**config.mk**
```make
export PLATFORM = sky130hd
export DESIGN_NAME = mod_timer16
export DESIGN_NICKNAME = d
export VERILOG_FILES = /design/src/rtl/tmr_pkg.sv /design/src/rtl/tmr_ctrl.sv /design/src/rtl/tmr_datapath.sv /design/src/rtl/mod_timer16.sv
export SDC_FILE = /design/constraint.sdc
export NUM_CORES = 1
export LEC_CHECK = 0
export ABC_AREA = 0
export CORE_AREA = 5 5 95 97
export DETAILED_ROUTE_END_ITERATION = 10
export DIE_AREA = 0 0 100 102
export PLACE_DENSITY = 0.62
export SETUP_SLACK_MARGIN = 0.15
export SLEW_MARGIN = 20
export SYNTH_ARGS = -nofsm -noshare
export SYNTH_HDL_FRONTEND = slang
export SYNTH_SLANG_ARGS = --single-unit
```
**constraint.sdc**
```tcl
create_clock -name clk -period 3.1 [get_ports clk]
set_input_delay 0.62 -clock clk [delete_from_list [all_inputs] [get_ports clk]]
set_output_delay 0.62 -clock clk [all_outputs]
set_load 0.05 [all_outputs]
```
**src/rtl/tmr_pkg.sv**
```systemverilog
package tmr_pkg;
  localparam int ADDR_W = 3;

  localparam logic [ADDR_W-1:0] A_STAT = 3'd0;
  localparam logic [ADDR_W-1:0] A_CNTH = 3'd1;
  localparam logic [ADDR_W-1:0] A_CNTL = 3'd2;
  localparam logic [ADDR_W-1:0] A_MODH = 3'd3;
  localparam logic [ADDR_W-1:0] A_MODL = 3'd4;

  localparam int B_OVF  = 7;
  localparam int B_IE   = 6;
  localparam int B_STOP = 5;
  localparam int B_TRST = 4;

  // strobes from control to datapath
  typedef struct packed {
    logic cntClear;
    logic cntAdvance;
    logic modHiWr;
    logic modLoWr;
    logic loCapture;
  } tmrStrb_t;
endpackage

```
**src/rtl/tmr_ctrl.sv**
```systemverilog
module tmr_ctrl
  import tmr_pkg::*;
#(
  parameter int DATA_W = 8
) (
  input  logic                clk,
  input  logic                rstN,
  input  logic                tickEn,
  input  logic [ADDR_W-1:0]   busAddr,
  input  logic                busRd,
  input  logic                busWr,
  input  logic [DATA_W-1:0]   busWdata,
  input  logic                reachMod,
  output tmrStrb_t            strb,
  output logic [DATA_W-1:0]   statusByte,
  output logic                loHeld,
  output logic                ovfIrq
);
  logic ovfFlag, clrArmed, ieBit, stopBit, modInhibit;
  logic wrStat, rdStat, loRelease, ovfSet, ovfClr;

  always_comb begin
    wrStat          = busWr && (busAddr == A_STAT);
    rdStat          = busRd && (busAddr == A_STAT);
    loRelease       = busRd && (busAddr == A_CNTL);
    strb.cntClear   = wrStat && busWdata[B_TRST];
    strb.cntAdvance = tickEn && !stopBit;
    strb.modHiWr    = busWr && (busAddr == A_MODH);
    strb.modLoWr    = busWr && (busAddr == A_MODL);
    strb.loCapture  = busRd && (busAddr == A_CNTH) && !loHeld;
    ovfSet          = strb.cntAdvance && !strb.cntClear && reachMod && !modInhibit;
    ovfClr          = wrStat && clrArmed && !busWdata[B_OVF];
  end

  always_ff @(posedge clk) begin
    if (!rstN) begin
      ovfFlag    <= 1'b0;
      clrArmed   <= 1'b0;
      ieBit      <= 1'b0;
      stopBit    <= 1'b0;
      modInhibit <= 1'b0;
      loHeld     <= 1'b0;
    end else begin
      if (ovfSet)      ovfFlag <= 1'b1;
      else if (ovfClr) ovfFlag <= 1'b0;

      if (rdStat && ovfFlag) clrArmed <= 1'b1;
      else if (wrStat)       clrArmed <= 1'b0;

      if (wrStat) begin
        ieBit   <= busWdata[B_IE];
        stopBit <= busWdata[B_STOP];
      end

      if (strb.modHiWr)      modInhibit <= 1'b1;
      else if (strb.modLoWr) modInhibit <= 1'b0;

      if (strb.loCapture) loHeld <= 1'b1;
      else if (loRelease) loHeld <= 1'b0;
    end
  end

  always_comb begin
    statusByte         = '0;
    statusByte[B_OVF]  = ovfFlag;
    statusByte[B_IE]   = ieBit;
    statusByte[B_STOP] = stopBit;
    ovfIrq             = ovfFlag && ieBit && !modInhibit;
  end

  // the capture persists until a lower-byte read
  p_hold_until_lo_r4: assert property (@(posedge clk) disable iff (!rstN)
    (loHeld && !loRelease) |=> loHeld);

  // no flag rise while a limit write is half done
  p_inhibit_blocks_r10: assert property (@(posedge clk) disable iff (!rstN)
    (modInhibit && !ovfFlag) |=> !ovfFlag);

  // the flag only falls after an arming read
  p_clear_needs_read_r11: assert property (@(posedge clk) disable iff (!rstN)
    $fell(ovfFlag) |-> $past(clrArmed));
endmodule

```
**src/rtl/tmr_datapath.sv**
```systemverilog
module tmr_datapath
  import tmr_pkg::*;
#(
  parameter int DATA_W = 8
) (
  input  logic                clk,
  input  logic                rstN,
  input  tmrStrb_t            strb,
  input  logic [ADDR_W-1:0]   busAddr,
  input  logic [DATA_W-1:0]   busWdata,
  input  logic [DATA_W-1:0]   statusByte,
  input  logic                loHeld,
  output logic [DATA_W-1:0]   busRdata,
  output logic                reachMod
);
  localparam int CNT_W = 2 * DATA_W;

  logic [CNT_W-1:0]  cnt, cntNext, modVal;
  logic [DATA_W-1:0] modHiStage, loBuf;

  always_comb begin
    cntNext  = (cnt == modVal) ? '0 : cnt + CNT_W'(1);
    reachMod = (cntNext == modVal);
  end

  always_ff @(posedge clk) begin
    if (!rstN) begin
      cnt        <= '0;
      modVal     <= '1;
      modHiStage <= '1;
      loBuf      <= '0;
    end else begin
      if (strb.cntClear)        cnt <= '0;
      else if (strb.cntAdvance) cnt <= cntNext;
      if (strb.modHiWr) modHiStage <= busWdata;
      if (strb.modLoWr) modVal <= {modHiStage, busWdata};
      if (strb.loCapture) loBuf <= cnt[DATA_W-1:0];
    end
  end

  always_comb begin
    unique case (busAddr)
      A_STAT:  busRdata = statusByte;
      A_CNTH:  busRdata = cnt[CNT_W-1:DATA_W];
      A_CNTL:  busRdata = loHeld ? loBuf : cnt[DATA_W-1:0];
      A_MODH:  busRdata = modVal[CNT_W-1:DATA_W];
      A_MODL:  busRdata = modVal[DATA_W-1:0];
      default: busRdata = '0;
    endcase
  end

  // counter reset lands next cycle
  p_trst_zero_r6: assert property (@(posedge clk) disable iff (!rstN)
    strb.cntClear |=> (cnt == '0));

  // a tick at the limit restarts from zero
  p_wrap_r8: assert property (@(posedge clk) disable iff (!rstN)
    (strb.cntAdvance && !strb.cntClear && cnt == modVal) |=> (cnt == '0));

  // active limit changes only on a lower-byte write
  p_mod_atomic_r9: assert property (@(posedge clk) disable iff (!rstN)
    !strb.modLoWr |=> $stable(modVal));

  // a pending capture is not overwritten
  p_lo_frozen_r4: assert property (@(posedge clk) disable iff (!rstN)
    loHeld |=> $stable(loBuf));
endmodule

```
**src/rtl/mod_timer16.sv**
```systemverilog
module mod_timer16
  import tmr_pkg::*;
#(
  parameter int DATA_W = 8
) (
  input  logic                clk,
  input  logic                rstN,
  input  logic                tickEn,
  input  logic [ADDR_W-1:0]   busAddr,
  input  logic                busRd,
  input  logic                busWr,
  input  logic [DATA_W-1:0]   busWdata,
  output logic [DATA_W-1:0]   busRdata,
  output logic                ovfIrq
);
  tmrStrb_t          strb;
  logic [DATA_W-1:0] statusByte;
  logic              loHeld, reachMod;

  tmr_ctrl #(.DATA_W(DATA_W)) u_ctrl (
    .clk(clk), .rstN(rstN), .tickEn(tickEn), .busAddr(busAddr),
    .busRd(busRd), .busWr(busWr), .busWdata(busWdata),
    .reachMod(reachMod), .strb(strb), .statusByte(statusByte),
    .loHeld(loHeld), .ovfIrq(ovfIrq)
  );

  tmr_datapath #(.DATA_W(DATA_W)) u_dp (
    .clk(clk), .rstN(rstN), .strb(strb), .busAddr(busAddr),
    .busWdata(busWdata), .statusByte(statusByte), .loHeld(loHeld),
    .busRdata(busRdata), .reachMod(reachMod)
  );

  // interrupt only with flag and enable both visible in status
  p_irq_gated_r12: assert property (@(posedge clk) disable iff (!rstN)
    ovfIrq |-> (statusByte[B_OVF] && statusByte[B_IE]));
endmodule

```
==> impl_metrics.toml, run 1 <==
[place]
globalplace.congestion = 0.931
dp_hpwl_mm = 7.23
place_area_sq_um = 3830
port_buffers = 24
dp_slack_ns = 0.206

[die]
coreArea_sq_um = 8050
fp.dieArea_sq_um = 10200
placementRows = 33
start_util = 0.409
io_pins = 25
fp.dieW_um = 100
die_h_um = 102

[power_and_ir_drop]
power_density_nw_per_um2 = 348
seq_power_share = 0.530
intPower_uw = 972
switching_share = 0.290
p_leak_nw = 1.46
peakVddDrop_mv = 0.224
p_clk_frac = 0.309
combinationalPowerShare = 0.161
p_sw_uw = 396

[setup_path]
worstSetupPathType = "in -> out"
cp_slowest_stage_delay_ns = 0.69
critPathLaunch = "busAddr[1]"
regToRegStartpoint = "u_dp.cnt[1]"
crit_arrival_ns = 2.18
start_kind = "input port"
crit_fanout = 12
worstSetupEndpointType = "output port"
timing.rr.end = "u_ctrl.ovfFlag"
ff2ff_path_depth = 8
r2r_slack_ns = 0.46
cp_data_required_time_ns = 2.48
cpMaxStageDelayCell = "clkdlybuf4s50_1"
path_cells = "clkdlybuf4s50_1, nor3b_1, buf_4, a221o_1, buf_12"

[global_route]
grt.overflow.total = 0
antenna_found_initial = 0
use_met1 = 0.266
grt_pass1_vias = 3056
grt_use_met2 = 0.326
met3_usage = 0.0300
grt_pass1_wl_mm = 15.8
track_usage = 0.196
grt_busiest_layer = "met2"
grt_max_degree = 39

[synthesis]
async_flop_share = 0
syn_inst = 424
seq_area_frac_synth = 0.328
syn_avg_cell_area_sq_um = 7.76
synthFlopType = "dfxtp_1"
synthesis.nets = 441
synth.distinct_cells = 54
synth_edf_count = 0
syn_area_sq_um = 3290
yosys_warnings = 0
synth-seq-cells = 54

[sta]
relSlewSlack = 0.468
fin_skew_ns = 0.0103
fmax_mhz = 357
finalCritPeriodShare = 0.903
worst_slew_pin_slew_ns = 0.795
tns_ns = 0
setup-violations-final = 0
drv_slew = 0
rsz0062_at_grt = "no"
hold_violations = 0
fin_crit_ns = 2.80
setup_ws_ns = 0.302

[detailed_routing]
vias_per_cell = 5.51
first_iter_violations = 156
wirelength_mm = 9.44
drt_first_pass_iters = 5
wire_per_inst_um = 16.8
antenna_left = 0
route.detailed.drc = 0
vias = 3099

[cts]
htreeDepth = 2
cts_resized = 0
clkSinkCount = 54
cts_tree = "yes"
cts_root_buffer = "clkbuf_8"
cts_setup_buffers = 0
cts_buffers = 5
clk_latency_ns = 0.32
cts_hold_buf = 0
clockBufferDepth = 2
clk_pin_slew_worst_paths_ns = 0.11

[finish]
n_antenna_cell = 0
drive_above_1_share = 0.131
final_area_sq_um = 3930
nets = 473
syn_to_final_growth_pct = 19.4

[worst_hold_path]
whs_path_depth = 2
hold_start = "u_dp.modHiStage[3]"
min_to = "u_dp.modHiStage[3]"
min_path_type = "reg -> reg"

[run]
maxCapViolCount = 0

[outcome]
status = "finished, final reports clean"
-- synthesized netlist by cell type (2+ instances only) --
master    number  share of area
nand2_1       77          0.088
dfxtp_1       54           0.33
nand3_1       32          0.049
nor2_1        32          0.036
xnor2_1       24          0.064
a21oi_1       23          0.035
mux2i_1       22          0.067
clkbuf_1      19          0.022
o21ai_0       19          0.029
nor2b_1       14          0.027
nor3_1        11          0.017
xor2_1        11          0.029
buf_2          9          0.014
nand3b_1       7          0.016
nand4_1        7          0.013
inv_1          4         0.0046
o211ai_1       4         0.0091
buf_6          3          0.010
nand2b_1       3         0.0057
o221ai_1       3         0.0080
a211oi_1       2         0.0046
a21boi_0       2         0.0046
a221o_1        2         0.0061
a22oi_1        2         0.0046
and3_1         2         0.0038
nor4_1         2         0.0038
nor4_4         2          0.013
o21a_1         2         0.0046
o21ai_1        2         0.0030
o311ai_0       2         0.0053
or3_1          2         0.0038
or4_4          2         0.0068
-- critical path: cells and delay by family --
family,cells,cell delay (ns)
buffers and inverters,3,1.04
AO/OA/AOI/OAI,1,0.40
AND/OR/NAND/NOR,1,0.11
-- power by group through the flow --
stage               combinational [mW]  sequential [mW]  clock (mW)
floorplan                        0.124            0.736           0
global placement                 0.220            0.742           0
detailed placement               0.220            0.742           0
CTS                              0.221            0.726       0.433
global route                     0.237            0.728       0.458
finish                           0.220            0.726       0.422
-- area by class of cell --
cell class | count | area [sq um]
clock buffers | 5 | 68.8
clock inverters | 3 | 25.0
fillers | 832 | 4120
inverters | 4 | 15.0
multi-input cells | 334 | 2040
flip-flops and latches | 54 | 1080
well taps | 105 | 131
repair buffers | 57 | 571
-- layer usage --
layer	share of wire	vias up
met3	0.054	12
li1	-	1532
met5	0	-
met2	0.47	90
met1	0.46	1465
met4	0.016	0
-- worst max-delay path by stage --
stage               cells after the start           to
CTS                                     7  busRdata[3]
global route                            7  busRdata[7]
floorplan                               4  busRdata[5]
finish                                  5  busRdata[4]
global placement                        6  busRdata[7]
detailed placement                      7  busRdata[3]
-- through the flow --
step / util / total power, mW / hold slack, ns / std cells
global route: 0.488 / 1.42 / 0.509 / 562
detailed placement: 0.476 / 0.962 / 0.452 / 554
CTS: 0.488 / 1.38 / 0.478 / 562
global placement: 0.476 / 0.961 / 0.451 / 554
finish: 0.488 / 1.37 / 0.478 / 562
floorplan: - / 0.860 / 0.440 / 424
-- state kept, by name, summed over array words and instances, names as in the netlist --
name and cells:
u_ctrl.modInhibit 1, u_ctrl.clrArmed 1, u_ctrl.ieBit 1, u_ctrl.ovfFlag 1
u_dp.loBuf 8, u_dp.modVal 16, u_dp.modHiStage 8, u_ctrl.stopBit 1
u_dp.cnt 16, u_ctrl.loHeld 1
-- cell families after synthesis --
logic type,after synthesis,share of synthesized area
AO/OA/AOI/OAI,70,0.132
XOR/XNOR,36,0.100
multiplexers,22,0.0669
AND/OR/NAND/NOR,205,0.317
buffers and inverters,36,0.0524
flip-flops,54,0.328
adder cells (fa/ha/maj),1,0.00380
-- cell usage in the layout, fill, tap and decap left out, types with 11 or more instances in the layout --
cell type	count
nand2_1	77
dfxtp_1	54
buf_4	33
nor2_1	32
nand3_1	32
xnor2_1	24
a21oi_1	23
mux2i_1	22
o21ai_0	18
clkdlybuf4s50_1	15
nor2b_1	14
nor3_1	11
xor2_1	11
No activity file was read; power rests on OpenSTA's default activity.
==> run 2, diff against run 1 <==
--- a/config.mk
+++ b/config.mk
@@ -9,7 +9,7 @@
 export CORE_AREA = 5 5 95 97
 export DETAILED_ROUTE_END_ITERATION = 10
 export DIE_AREA = 0 0 100 102
-export PLACE_DENSITY = 0.62
+export PLACE_DENSITY = 0.65
 export SETUP_SLACK_MARGIN = 0.15
 export SLEW_MARGIN = 20
 export SYNTH_ARGS = -nofsm -noshare
==> constraint.sdc (replaced) <==
create_clock -name clk -period 2.4 [get_ports clk]
set_input_delay 0.48 -clock clk [delete_from_list [all_inputs] [get_ports clk]]
set_output_delay 0.48 -clock clk [all_outputs]
set_load 0.05 [all_outputs]
==> impl_metrics.toml, run 2 (synthesis gave the netlist of run 1 again) <==
[finish]
n_antenna_cell = 0
nets = 521
drive_above_1_share = 0.251
syn_to_final_growth_pct = 31.4
fillers = 780
fin_util = 0.537
final_common_cell = "buf_4"
top_regs = "u_dp.cnt x16, u_dp.modVal x16"
final_cell_mix = "80 x buf_4, 76 x nand2_1, 46 x dfxtp_1"

[setup_path]
r2r_slack_ns = -0.03
timing.rr.end = "u_ctrl.ovfFlag"
path_cells = "xor2_1, or4_4, nor4_4, buf_4, buf_6, or3_1, nand4_1, or4_4, o31ai_2"
cpMaxStageDelayCell = "or4_4"
critPathLaunch = "u_dp.cnt[2]"
worstSetupEndpointType = "register"
crit_path_end = "u_ctrl.ovfFlag"
crit_cells = 9
cpMostUsedCell = "or4_4"
cp_data_required_time_ns = 2.64
ff2ff_path_depth = 9
regToRegStartpoint = "u_dp.cnt[2]"
cp_slowest_stage_delay_ns = 0.52
path_delay_family = "simple AND/OR/NAND/NOR gates"
crit_fanout = 6
start_kind = "register"
crit_arrival_ns = 2.67
worstSetupPathType = "reg -> reg"
path_buf_inv = 2

[detailed_routing]
vias = 3338
wirelength_mm = 10.7
route.detailed.drc = 0
vias_per_cell = 5.47
first_iter_violations = 234
antenna_left = 0
wire_per_inst_um = 17.5
drt_first_pass_iters = 5

[die]
fp.dieW_um = 100
placementRows = 33
io_pins = 25
coreArea_sq_um = 8050
fp.dieArea_sq_um = 10200
start_util = 0.409
die_h_um = 102

[power_and_ir_drop]
intPower_mw = 1.28
switching_share = 0.294
p_leak_nw = 1.70
combinationalPowerShare = 0.178
p_total_mw = 1.81
peakVddDrop_mv = 0.253
seq_power_share = 0.516
p_clk_frac = 0.306
power_density_nw_per_um2 = 419
p_sw_uw = 532

[sta]
hold_violations = 0
finalCritPeriodShare = 1.01
fin_crit_ns = 2.43
fin_skew_ns = 0.00799
worst_slew_pin_slew_ns = 0.582
relSlewSlack = 0.611
setup-violations-final = 1
setup_ws_ns = -0.0322
rsz0062_at_grt = "yes"
drv_slew = 0
fmax_mhz = 411

[place]
port_buffers = 24
globalplace.congestion = 1.00
dp_hpwl_mm = 8.24
dp_slack_ns = -0.112

[global_route]
grt_pass1_vias = 3408
track_usage = 0.217
grt_max_degree = 39
grt_pass1_wl_mm = 17.3
antenna_found_initial = 0
grt.overflow.total = 0

[cts]
clk_pin_slew_worst_paths_ns = 0.11
cts_tree = "yes"
htreeDepth = 2
cts_root_buffer = "clkbuf_8"
clk_latency_ns = 0.32
clkSinkCount = 54
clockBufferDepth = 2
cts_buffers = 5
cts_hold_buf = 0

[outcome]
status = "finished, violations left"
failed_checks = "negative setup slack"

[worst_hold_path]
min_path_type = "reg -> reg"

[run]
maxCapViolCount = 0
## run 2: worst register-to-register path, cell delays in order, from the launching register on
cell and delay, ns:
dfxtp_2 0.36, xor2_1 0.16, or4_4 0.52, nor4_4 0.21
buf_4 0.19, buf_6 0.11, or3_1 0.10, nand4_1 0.10
or4_4 0.43, o31ai_2 0.18
## run 2: area by class of cell
type / count / area (sq um) / area share
flip-flops and latches: 54 / 1090 / 0.253
clock buffers: 5 / 68.8 / 0.0159
clock inverters: 3 / 26.3 / 0.00607
multi-input cells: 334 / 2070 / 0.479
well taps: 105 / 131 / 0.0304
repair buffers: 105 / 917 / 0.212
inverters: 4 / 15.0 / 0.00347
## run 2: metal layers
metal / vias up / routed length (um) / track usage
met2: 121 / 5060 / 0.361
met4: 0 / 296 / 0.0891
met3: 26 / 590 / 0.0300
met1: 1562 / 4720 / 0.284
met5: - / 0 / 0
li1: 1629 / - / -
## run 2: how the worst min path moves through the flow
stage	startpoint	end	slack, ns	cells past startpoint
floorplan	u_dp.modHiStage[0]	u_dp.modHiStage[0]	0.44	2
global placement	u_dp.modHiStage[6]	u_dp.modHiStage[6]	0.46	2
detailed placement	u_dp.modHiStage[6]	u_dp.modHiStage[6]	0.46	2
CTS	u_dp.modHiStage[2]	u_dp.modHiStage[2]	0.48	2
global route	u_dp.modHiStage[2]	u_dp.modHiStage[2]	0.49	2
finish	u_dp.modHiStage[6]	u_dp.modHiStage[6]	0.48	2
## run 2: power groups by stage
stage	Clock, mW	Sequential [mW]	Combinational (mW)
detailed placement	0	0.957	0.318
CTS	0.564	0.936	0.319
global route	0.594	0.937	0.345
global placement	0	0.956	0.317
finish	0.555	0.935	0.323
floorplan	0	0.952	0.163
## run 2: repair_timing
action                                  4_1_cts  5_1_grt
endpoints found under the hold margin         0        0
endpoints found under the setup margin        9       18
pin swaps                                     1        0
buffers inserted                              1        3
gates resized for setup                      14       11
## run 2: per-stage QoR
| stage | instance area [sq um] | std cells | hold WS [ns] | setup TNS [ns] |
|---|---|---|---|---|
| 6_report | 4330 | 610 | 0.478 | -0.0322 |
| 3_5_place_dp | 4180 | 598 | 0.461 | -0.386 |
| 5_1_grt | 4330 | 610 | 0.494 | -0.143 |
| 2_1_floorplan | 3310 | 424 | 0.440 | 0 |
| 3_3_place_gp | 4180 | 598 | 0.455 | -0.219 |
| 4_1_cts | 4300 | 607 | 0.479 | -0.00697 |
==> run 3, diff against run 2 <==
--- a/config.mk
+++ b/config.mk
@@ -6,9 +6,9 @@
 export NUM_CORES = 1
 export LEC_CHECK = 0
 export ABC_AREA = 0
-export CORE_AREA = 5 5 95 97
+export CORE_AREA = 2 2 92 94
 export DETAILED_ROUTE_END_ITERATION = 10
-export DIE_AREA = 0 0 100 102
+export DIE_AREA = 0 0 94 96
 export PLACE_DENSITY = 0.65
 export SETUP_SLACK_MARGIN = 0.15
 export SLEW_MARGIN = 20
==> constraint.sdc (replaced) <==
create_clock -name clk -period 2.4 [get_ports clk]
set_input_delay 0.48 -clock clk [delete_from_list [all_inputs] [get_ports clk]]
set_output_delay 0.48 -clock clk [all_outputs]
set_load 0.02 [all_outputs]
==> impl_metrics.toml, run 3 (synthesis gave the netlist of run 1 again) <==
[finish]
drive_above_1_share = 0.285
syn_to_final_growth_pct = 34.1
n_antenna_cell = 0
top_regs = "u_dp.cnt x16, u_dp.modVal x16"
final_common_cell = "buf_4"
nets = 539
final_cell_mix = "99 x buf_4, 77 x nand2_1, 43 x dfxtp_1"

[setup_path]
cpMostUsedCell = "or4_4"
cp_data_required_time_ns = 2.63
crit_arrival_ns = 2.75
cp_slowest_stage_delay_ns = 0.55
crit_fanout = 4
path_buf_inv = 1
worstSetupPathType = "reg -> reg"
cpMaxStageDelayCell = "or4_4"
worstSetupEndpointType = "register"
path_cells = "xor2_1, or4_4, nor4_4, buf_4, o21a_1, o21ai_1, or4_4, o31ai_4"
start_kind = "register"
path_delay_family = "simple AND/OR/NAND/NOR gates"

[cts]
cts_tree = "yes"
cts_root_buffer = "clkbuf_8"
clockBufferDepth = 2
cts_hold_buf = 0
clkSinkCount = 54
clk_latency_ns = 0.32
cts_buffers = 5
htreeDepth = 2
clk_pin_slew_worst_paths_ns = 0.12

[sta]
fin_crit_ns = 2.53
setup_ws_ns = -0.128
hold_violations = 0
relSlewSlack = 0.672
drv_slew = 0
worst_slew_pin_slew_ns = 0.491
hold_ws_ns = 0.478
fmax_mhz = 396
finalCritPeriodShare = 1.05
fin_skew_ns = 0.0108
rsz0062_at_grt = "yes"
setup-violations-final = 1

[die]
placementRows = 33
die_h_um = 96
fp.dieArea_sq_um = 9020
start_util = 0.409
io_pins = 25
coreArea_sq_um = 8050
fp.dieW_um = 94

[detailed_routing]
topRoutingLayerUsed = "met4"
route.detailed.drc = 0
route.met3.wl_um = 521
first_iter_violations = 209
vias_per_cell = 5.36
met2WireLength_mm = 5.25
wirelength_mm = 11.1
wire_per_inst_um = 17.6
antenna_left = 0
m1WireLength_mm = 5.02
vias = 3367
drt_first_pass_iters = 5

[global_route]
grt_max_degree = 39
grt_pass1_vias = 3288
antenna_found_initial = 0
grt.overflow.total = 0
track_usage = 0.256
grt_pass1_wl_mm = 17.5

[power_and_ir_drop]
power_density_nw_per_um2 = 403
peakVddDrop_mv = 0.289
p_leak_nw = 1.78

[run]
maxCapViolCount = 0

[place]
port_buffers = 24
dp_hpwl_mm = 8.54
dp_slack_ns = -0.425
globalplace.congestion = 0.888

[outcome]
status = "finished, violations left"
failed_checks = "negative setup slack"

[worst_hold_path]
min_path_type = "reg -> reg"
run 3: cell count changes in the layout (fill, tap and decap cells not counted), sizes merged:
| cell | change |
|---|---|
| clkbuf | +2 |
| buf | +12 |
| clkdlybuf4s15 | +4 |
run 3: stage by stage:
step / utilization / setup TNS [ns] / power, mW / cells / area (sq um)
floorplan: - / 0 / 1.09 / 424 / 3310
global placement: 0.526 / -3.12 / 1.23 / 615 / 4240
detailed placement: 0.526 / -4.26 / 1.24 / 615 / 4240
CTS: 0.545 / -0.248 / 1.79 / 626 / 4390
global route: 0.548 / -0.217 / 1.85 / 628 / 4420
finish: 0.548 / -0.128 / 1.78 / 628 / 4420
run 3: power by group:
group	internal (mW)	switching (mW)
Combinational	0.133	0.147
Sequential	0.914	0.0183
Clock	0.220	0.349
Total	1.27	0.515
run 3: what timing repair did:
item	in CTS	in global routing
pin swaps	5	3
gates resized for setup	44	21
buffers inserted	3	2
setup endpoints to repair	20	13
run 3: path summary, 6_finish.rpt:
check / start / endpoint / slack (ns) / depth (start not counted)
max: u_dp.modVal[8] / u_ctrl.ovfFlag / -0.13 / 8
min: u_dp.modHiStage[1] / u_dp.modHiStage[1] / 0.48 / 2
max reg2reg: u_dp.modVal[8] / u_ctrl.ovfFlag / -0.13 / 8
min reg2reg: u_dp.modHiStage[1] / u_dp.modHiStage[1] / 0.48 / 2
run 3: routing by layer:
| metal | up-vias | track usage |
|---|---|---|
| met4 | 0 | 0.0725 |
| met1 | 1591 | 0.340 |
| met3 | 19 | 0.0274 |
| li1 | 1663 | - |
| met5 | - | 0 |
| met2 | 94 | 0.440 |
run 3: final cells by class:
| type | count | area [sq um] |
|---|---|---|
| fillers | 802 | 3640 |
| clock buffers | 5 | 68.8 |
| inverters | 4 | 15.0 |
| clock inverters | 3 | 28.8 |
| well taps | 105 | 131 |
| repair buffers | 123 | 968 |
| flip-flops and latches | 54 | 1100 |
| multi-input cells | 334 | 2100 |
run 3: tightest hold or removal path: stages (launching register included):
cell     delay [ns]
dfxtp_1        0.33
nand2_1        0.05
nand3_1        0.06
